## src/rtl/dma_arb_pkg.sv

```systemverilog
package dma_arb_pkg;

  localparam int NCH    = 3;
  localparam int MODE_W = 2;
  localparam int CFG_W  = MODE_W + 1;
  localparam int IDX_W  = $clog2(NCH);

  typedef logic [NCH-1:0]    chan_vec_t;
  typedef logic [MODE_W-1:0] order_sel_t;
  typedef logic [IDX_W-1:0]  chan_idx_t;

  typedef struct packed {
    order_sel_t order;
    logic       enable;
  } arb_cfg_t;

  // Channel that sits at position 'rank' (0 = highest) for a given order code.
  function automatic chan_idx_t rank_to_chan(input order_sel_t sel, input int rank);
    chan_idx_t ch;
    unique case (sel)
      2'b11: ch = chan_idx_t'(rank);                        // 0,1,2
      2'b10: ch = chan_idx_t'(NCH - 1 - rank);              // 2,1,0
      2'b01: ch = (rank == 0) ? chan_idx_t'(1) :
                  (rank == 1) ? chan_idx_t'(0) : chan_idx_t'(2); // 1,0,2
      default: ch = (rank == 0) ? chan_idx_t'(1) :
                    (rank == 1) ? chan_idx_t'(2) : chan_idx_t'(0); // 1,2,0
    endcase
    return ch;
  endfunction

endpackage

```

## src/rtl/arb_cfg_reg.sv

```systemverilog
module arb_cfg_reg
  import dma_arb_pkg::*;
(
  input  logic             clk,
  input  logic             rst_n,
  input  logic             wr_en,
  input  logic [CFG_W-1:0] wr_val,
  output arb_cfg_t         cfg
);

  arb_cfg_t cfg_q;

  always_ff @(posedge clk or negedge rst_n) begin
    if (!rst_n) begin
      cfg_q <= '0;
    end else if (wr_en) begin
      cfg_q <= arb_cfg_t'(wr_val);
    end
  end

  assign cfg = cfg_q;

endmodule

```

## src/rtl/arb_prio_pick.sv

```systemverilog
module arb_prio_pick
  import dma_arb_pkg::*;
(
  input  order_sel_t sel,
  input  chan_vec_t  req,
  output chan_vec_t  pick
);

  always_comb begin
    logic      found;
    chan_idx_t ch;
    pick  = '0;
    found = 1'b0;
    for (int r = 0; r < NCH; r++) begin
      ch = rank_to_chan(sel, r);
      if (!found && req[ch]) begin
        pick[ch] = 1'b1;
        found    = 1'b1;
      end
    end
  end

endmodule

```

## src/rtl/arb_grant_hold.sv

```systemverilog
module arb_grant_hold
  import dma_arb_pkg::*;
(
  input  logic      clk,
  input  logic      rst_n,
  input  logic      enable,
  input  chan_vec_t req,
  input  chan_vec_t pick,
  input  chan_vec_t done,
  output chan_vec_t gnt,
  output logic      start_ev,
  output logic      release_ev
);

  chan_vec_t gnt_q;
  logic      idle;

  assign idle       = (gnt_q == '0);
  assign release_ev = |(gnt_q & done);
  assign start_ev   = idle && enable && (|req);

  always_ff @(posedge clk or negedge rst_n) begin
    if (!rst_n) begin
      gnt_q <= '0;
    end else if (release_ev) begin
      gnt_q <= '0;
    end else if (start_ev) begin
      gnt_q <= pick;
    end
  end

  assign gnt = gnt_q;

endmodule

```

## src/rtl/dma_order_arbiter.sv

```systemverilog
module dma_order_arbiter
  import dma_arb_pkg::*;
(
  input  logic             clk,
  input  logic             rst_n,
  input  logic             cfg_we,
  input  logic [CFG_W-1:0] cfg_wdata,
  output logic [CFG_W-1:0] cfg_rdata,
  input  logic [NCH-1:0]   req,
  input  logic [NCH-1:0]   ch_done,
  output logic [NCH-1:0]   gnt
);

  arb_cfg_t  cfg;
  chan_vec_t pick;
  chan_vec_t gnt_w;
  logic      start_ev;
  logic      release_ev;

  arb_cfg_reg u_cfg (
    .clk    (clk),
    .rst_n  (rst_n),
    .wr_en  (cfg_we),
    .wr_val (cfg_wdata),
    .cfg    (cfg)
  );

  arb_prio_pick u_pick (
    .sel  (cfg.order),
    .req  (req),
    .pick (pick)
  );

  arb_grant_hold u_hold (
    .clk        (clk),
    .rst_n      (rst_n),
    .enable     (cfg.enable),
    .req        (req),
    .pick       (pick),
    .done       (ch_done),
    .gnt        (gnt_w),
    .start_ev   (start_ev),
    .release_ev (release_ev)
  );

  assign gnt       = gnt_w;
  assign cfg_rdata = CFG_W'(cfg);

endmodule

```

## config.mk

```make
export PLATFORM = sky130hd
export DESIGN_NAME = dma_order_arbiter
export DESIGN_NICKNAME = d
export VERILOG_FILES = /design/src/rtl/dma_arb_pkg.sv /design/src/rtl/arb_cfg_reg.sv /design/src/rtl/arb_prio_pick.sv /design/src/rtl/arb_grant_hold.sv /design/src/rtl/dma_order_arbiter.sv
export SDC_FILE = /design/constraint.sdc
export NUM_CORES = 1
export LEC_CHECK = 0
export CAP_MARGIN = 20
export CORE_AREA = 2 2 39 41
export DETAILED_ROUTE_END_ITERATION = 10
export DIE_AREA = 0 0 41 43
export GPL_TIMING_DRIVEN = 1
export PLACE_DENSITY_LB_ADDON = 0.15
export RECOVER_POWER = 25
export SETUP_SLACK_MARGIN = 0.3
export SYNTH_ARGS = -nofsm -noshare
export SYNTH_HDL_FRONTEND = slang
export SYNTH_SLANG_ARGS = --single-unit
```

## constraint.sdc

```tcl
create_clock -name clk -period 1.6 [get_ports clk]
set_input_delay 0.32 -clock clk [delete_from_list [all_inputs] [get_ports clk]]
set_output_delay 0.32 -clock clk [all_outputs]
set_load 0.01 [all_outputs]
```

==> flow_summary_export.csv, run 1 <==
group,metric,value,unit
setup_path,crit_fanout,4,
sta,worst_slack,323.8,ps
setup_path,arrival,1460,ps
yosys,synth_common_cells,"dfrtp_1 (6), mux2_2 (4), nand2_1 (2)",
die,fp.dieW,41,µm
pwr,peakVddDrop,0.6181,mV
sta,fmax,783.6,MHz
routing,drt-initial-drc-count,6,
place,place_congestion,0.5670,
yosys,synth_edf_count,0,
yosys,yosysWarnings,0,
routing,drc,0,
global_routing,grt_usage,11.14,%
yosys,synth_cells,22,
die,start_util,22.06,%
setup_path,cp.required,1780,ps
die,die_area,1763,µm²
setup_path,r2r_end,"u_hold.gnt[0]",
clocking,max-clock-path-buffers,2,
die,die_h,43,µm
run_status,status,"finished, final reports clean",
place,hpwl,577.4,µm
finish,regArea,150.1,µm²
finish,diodes,0,
routing,wirelength,814,µm
routing,drtPass1Iterations,4,
yosys,ys_ff_latch,6,
sta,hold_violations,0,
yosys,synth_seq_area_share,49.18,%
sta,finClkSkew,1.111,ps
finish,drive_above_1_share,36.17,%
global_routing,grt_max_degree,7,
yosys,async_flop_share,100.0,%
pwr,power_leakage,0.2818,nW
die,placeableCoreArea,1384,µm²
setup_path,worstReg2RegStart,"u_hold.gnt[2]",
yosys,synth.top_cell.area_share,49.18,%
global_routing,grt_pass1_wl,1269,µm
clocking,cts_root_buf,"clkbuf_4",
clocking,clock_latency,240,ps
yosys,synth_flop_cell,"dfrtp_1",
yosys,syn-num-nets,34,
sta,setup_tns,0,ps
routing,antenna_left,0,
global_routing,overflow,0,
yosys,yosysTopAreaCell,"dfrtp_1",
die,num_rows,14,
finish,fillers,140,
place,port_buffers,17,
routing,viasPerCell,4.825,
clocking,cts_buffers,3,
sta,drv_slew,0,
clocking,cts_tree,"yes",
finish,multi_input_area,161.4,µm²
yosys,netlist_area,305.3,µm²
sta,hold_slack,381.0,ps
sta,rsz0062_at_grt,"yes",
yosys,yosys-top-cells-area,"dfrtp_1 (49%), mux2_2 (15%), nor4b_4 (7.8%)",
pwr,power_density,1302,nW/µm²
yosys,yosysMostFrequentCell,"dfrtp_1",
sta,worstMarginPinSlew,473.6,ps
sta,fin_crit_sh,79.76,%
setup_path,criticalPathCategory,"flip-flop to flip-flop",
routing,dr_total_vias,304,
place,pre_cts_ws,23.47,ps
yosys,synth_cell_type_count,13,
sta,setup_viol,0,
global_routing,grt_antenna_before_repair,0,
routing,wl_per_cell,12.92,µm
yosys,syn_avg_cell_area,13.88,µm²
clocking,cts_max_level,1,
worst_hold_path,hp-class,"input port to asynchronous set/reset pin",
die,io_pins,18,
sta,period_minus_slack,1276,ps
clocking,clkTransAtPathRegs,50,ps
finish,final_nets,61,
clocking,cts.sinks,6,
global_routing,grt_pass1_vias,305,
flow_run,max_cap_viol_count,0,
finish,layout-area-overhead-vs-synth,88.52,%
sta,relSlewSlack,68.42,%
setup_path,r2r_slack,320,ps
setup_path,start_kind,"flip-flop",
pwr,totalPowerFinal,749.3,µW
setup_path,r2r_cells,4,
setup_path,worstSetupEndpointType,"flip-flop",
==> repair_timing <==
| item | CTS | global route |
|---|---|---|
| setup buffers | 4 | 2 |
| resized for setup | 6 | 6 |
| hold buffers | 0 | 0 |
| pin swaps | 0 | 4 |
| setup endpoints to repair | 7 | 5 |
==> power by group <==
group / switching, mW / internal [mW] / total (mW)
registers: 0.0282 / 0.196 / 0.224
clock network: 0.0562 / 0.0850 / 0.141
logic: 0.149 / 0.235 / 0.384
==> cells by family (layout without fill, tap and decap cells) <==
family	count (synthesis)	after routing	share of synthesized area (%)
AOI/OAI and AO/OA	7	7	21.31
buffers and inverters	1	26	2.460
DFF	6	6	49.18
muxes	4	4	14.75
and+or+nand+nor	4	4	12.30
==> sequential cells by signal, indices dropped and copies added, names as in the netlist <==
register,cells
u_cfg.cfg,3
u_hold.gnt,3
==> stage by stage <==
| stage | std cells | util [%] | cell area, µm² |
|---|---|---|---|
| 2_1_floorplan | 22 | - | 305.3 |
| 3_3_place_gp | 54 | 35.26 | 488.0 |
| 3_5_place_dp | 54 | 35.26 | 488.0 |
| 4_1_cts | 61 | 38.79 | 536.8 |
| 5_1_grt | 63 | 41.59 | 575.6 |
| 6_report | 63 | 41.59 | 575.6 |
==> placed cells by master (no fill, tap or decap) <==
cell type and instances:
o221ai_2 1, dlygate4sd2_1 5, clkbuf_4 3, o31a_1 1, a222oi_1 1, a32o_2 1, dlymetal6s2s_1 2, o22ai_1 1
nor2b_4 1, buf_4 4, dlygate4sd3_1 1, nand2_1 2, a32o_1 1, dfrtp_1 6, buf_6 2, clkdlybuf4s50_1 9
mux2_2 4, nor4b_4 1, o211a_1 1
==> area by class of cell <==
cell class / count / area share (%)
timing repair buffer: 23 / 38.48
multi-input combinational: 15 / 28.04
sequential: 6 / 26.09
clock buffer: 3 / 3.913
tap: 16 / 3.478
==> layer usage <==
metal  vias to the layer above  part of all wire (%)  track usage [%]
met4                         0                   2.0            8.000
met3                         2                   9.7            3.141
li1                        141                     -                -
met2                        17                    49            16.56
met5                         -                     0                0
met1                       144                    39            12.91
==> critical path, cell delays in order (launching register included) <==
cell and delay, ps:
dfrtp_1 380, buf_4 150, nor4b_4 360, o31a_1 200
o211a_1 130
==> how the worst max path moves through the flow <==
stage                        startpoint       endpoint  depth (start not counted)
after floorplan           u_hold.gnt[0]  u_hold.gnt[0]                          3
after global placement           req[1]  u_hold.gnt[2]                          4
after detailed placement         req[1]  u_hold.gnt[2]                          4
after CTS                 u_hold.gnt[1]         gnt[1]                          1
after global routing      u_hold.gnt[0]  u_hold.gnt[0]                          3
final                     u_hold.gnt[2]  u_hold.gnt[0]                          4
No activity file was read; power rests on OpenSTA's default activity.
==> run 2, diff against run 1 <==
clock period = 1.1 ns   (was 1.6 ns; I/O delays follow)
==> run 2 against run 1 <==
- the run now ends with negative setup slack left
- sequential power rose by 66%
- die area unchanged
- fmax rose by 5.5%
- sequential share of layout area decreased by 1.7 points
- core utilization up 3.6 points
- via count up 9.9%
- hold slack lost 110 ps
- flip-flop and latch count unchanged
- non-clock buffer count rose by 6
- critical path type unchanged
==> flow_summary_export.csv, run 2 (same netlist as run 1, synthesis figures left out) <==
group,metric,value,unit
run_status,status,"finished with violations",
run_status,violations,"negative setup slack",
die,placeableCoreArea,1384,µm²
setup_path,start_kind,"flip-flop",
routing,drtPass1Iterations,6,
pwr,power_density,1918,nW/µm²
sta,period_minus_slack,1210,ps
global_routing,grt_pass1_wl,1366,µm
sta,hold_violations,0,
finish,final_nets,67,
finish,layout_common_cells,"clkdlybuf4s50_1 (9), buf_4 (8), buf_6 (7), dfrtp_1 (4)",
setup_path,r2r_cells,4,
flow_run,max_cap_viol_count,0,
routing,antenna_left,0,
setup_path,crit_fanout,3,
clocking,cts_buffers,3,
sta,setup_tns,-286.8,ps
global_routing,grt_usage,12.47,%
routing,wl_per_cell,12.17,µm
sta,setup_viol,4,
die,num_rows,14,
die,die_area,1763,µm²
pwr,peakVddDrop,0.9757,mV
routing,dr_total_vias,334,
routing,drt-initial-drc-count,9,
sta,relSlewSlack,79.88,%
finish,diodes,0,
clocking,cts.sinks,6,
sta,fmax,826.8,MHz
place,port_buffers,17,
global_routing,grt_max_degree,7,
worst_hold_path,hp-class,"input port to asynchronous set/reset pin",
place,place_congestion,0.6081,
sta,worst_slack,-109.5,ps
setup_path,arrival,1360,ps
die,fp.dieW,41,µm
clocking,clkTransAtPathRegs,60,ps
routing,drc,0,
global_routing,grt_antenna_before_repair,0,
sta,finClkSkew,16.26,ps
sta,drv_slew,0,
clocking,cts_max_level,1,
setup_path,criticalPathCategory,"flip-flop to flip-flop",
setup_path,cp.required,1250,ps
sta,rsz0062_at_grt,"yes",
pwr,power_leakage,0.2930,nW
clocking,cts_tree,"yes",
routing,wirelength,852,µm
clocking,holdBufCountCts,0,
die,start_util,22.06,%
finish,layout-area-overhead-vs-synth,104.9,%
setup_path,worstSetupEndpointType,"flip-flop",
sta,hold_slack,274.7,ps
place,hpwl,628.7,µm
sta,worstMarginPinSlew,300.5,ps
finish,fillers,134,
clocking,cts_root_buf,"clkbuf_4",
global_routing,overflow,0,
die,io_pins,18,
clocking,max-clock-path-buffers,2,
routing,viasPerCell,4.771,
finish,drive_above_1_share,57.41,%
clocking,clock_latency,260,ps
sta,fin_crit_sh,110.0,%
die,die_h,43,µm
finish,layout_commonest_cell,"clkdlybuf4s50_1",
global_routing,grt_pass1_vias,320,
-- run 2: final cells by class --
class,instances,area [µm²],share of cell area [%]
Timing Repair Buffer,29,262.8,42.00
Sequential cell,6,152.6,24.40
Tap cell,16,20.02,3.200
Multi-Input combinational cell,15,163.9,26.20
Clock buffer,4,26.28,4.200
-- run 2: layer usage --
metal | track usage [%] | wire length (µm) | part of all wire (%)
met4 | 4.000 | 0 | 0
met1 | 13.95 | 339 | 40
met5 | 0 | 0 | 0
met2 | 17.81 | 406 | 48
met3 | 9.424 | 106 | 12
-- run 2: worst paths after layout --
path / slack [ps] / endpoint / from
worst min-delay path: 270 / u_hold.gnt[0] / rst_n
worst min register to register: 550 / u_cfg.cfg[0] / u_cfg.cfg[0]
max in group asynchronous: 590 / u_cfg.cfg[1] / rst_n
worst max-delay path: -110 / u_hold.gnt[0] / u_hold.gnt[0]
worst max register to register: -110 / u_hold.gnt[0] / u_hold.gnt[0]
min in group clk: 470 / u_cfg.cfg[0] / cfg_we
-- run 2: per-stage QoR --
step	power (mW)	setup slack, ps	util, %	area, µm²	std cells
finish	1.200	-109.5	45.21	625.6	70
global route	1.289	-189.0	45.21	625.6	70
CTS	1.191	-113.0	44.39	614.3	70
detailed placement	0.8574	-288.2	38.61	534.3	60
global placement	0.8492	-233.5	38.61	534.3	60
floorplan	0.5795	-66.78	-	306.5	22
-- run 2: report_power, final --
group	internal, mW	total, mW	switching, mW
Clock	0.138	0.226	0.0878
Sequential	0.292	0.371	0.0790
Combinational	0.401	0.603	0.203
-- run 2: what timing repair did --
action,in CTS,in global routing
endpoints found under the setup margin,12,11
resized for setup,32,5
pin swaps,2,0
setup buffers,6,0
-- run 2: critical path, stage by stage (launching register included) --
cell,delay (ps)
dfrtp_1,380
buf_6,130
nor4b_4,290
o221ai_2,150
o211a_1,140
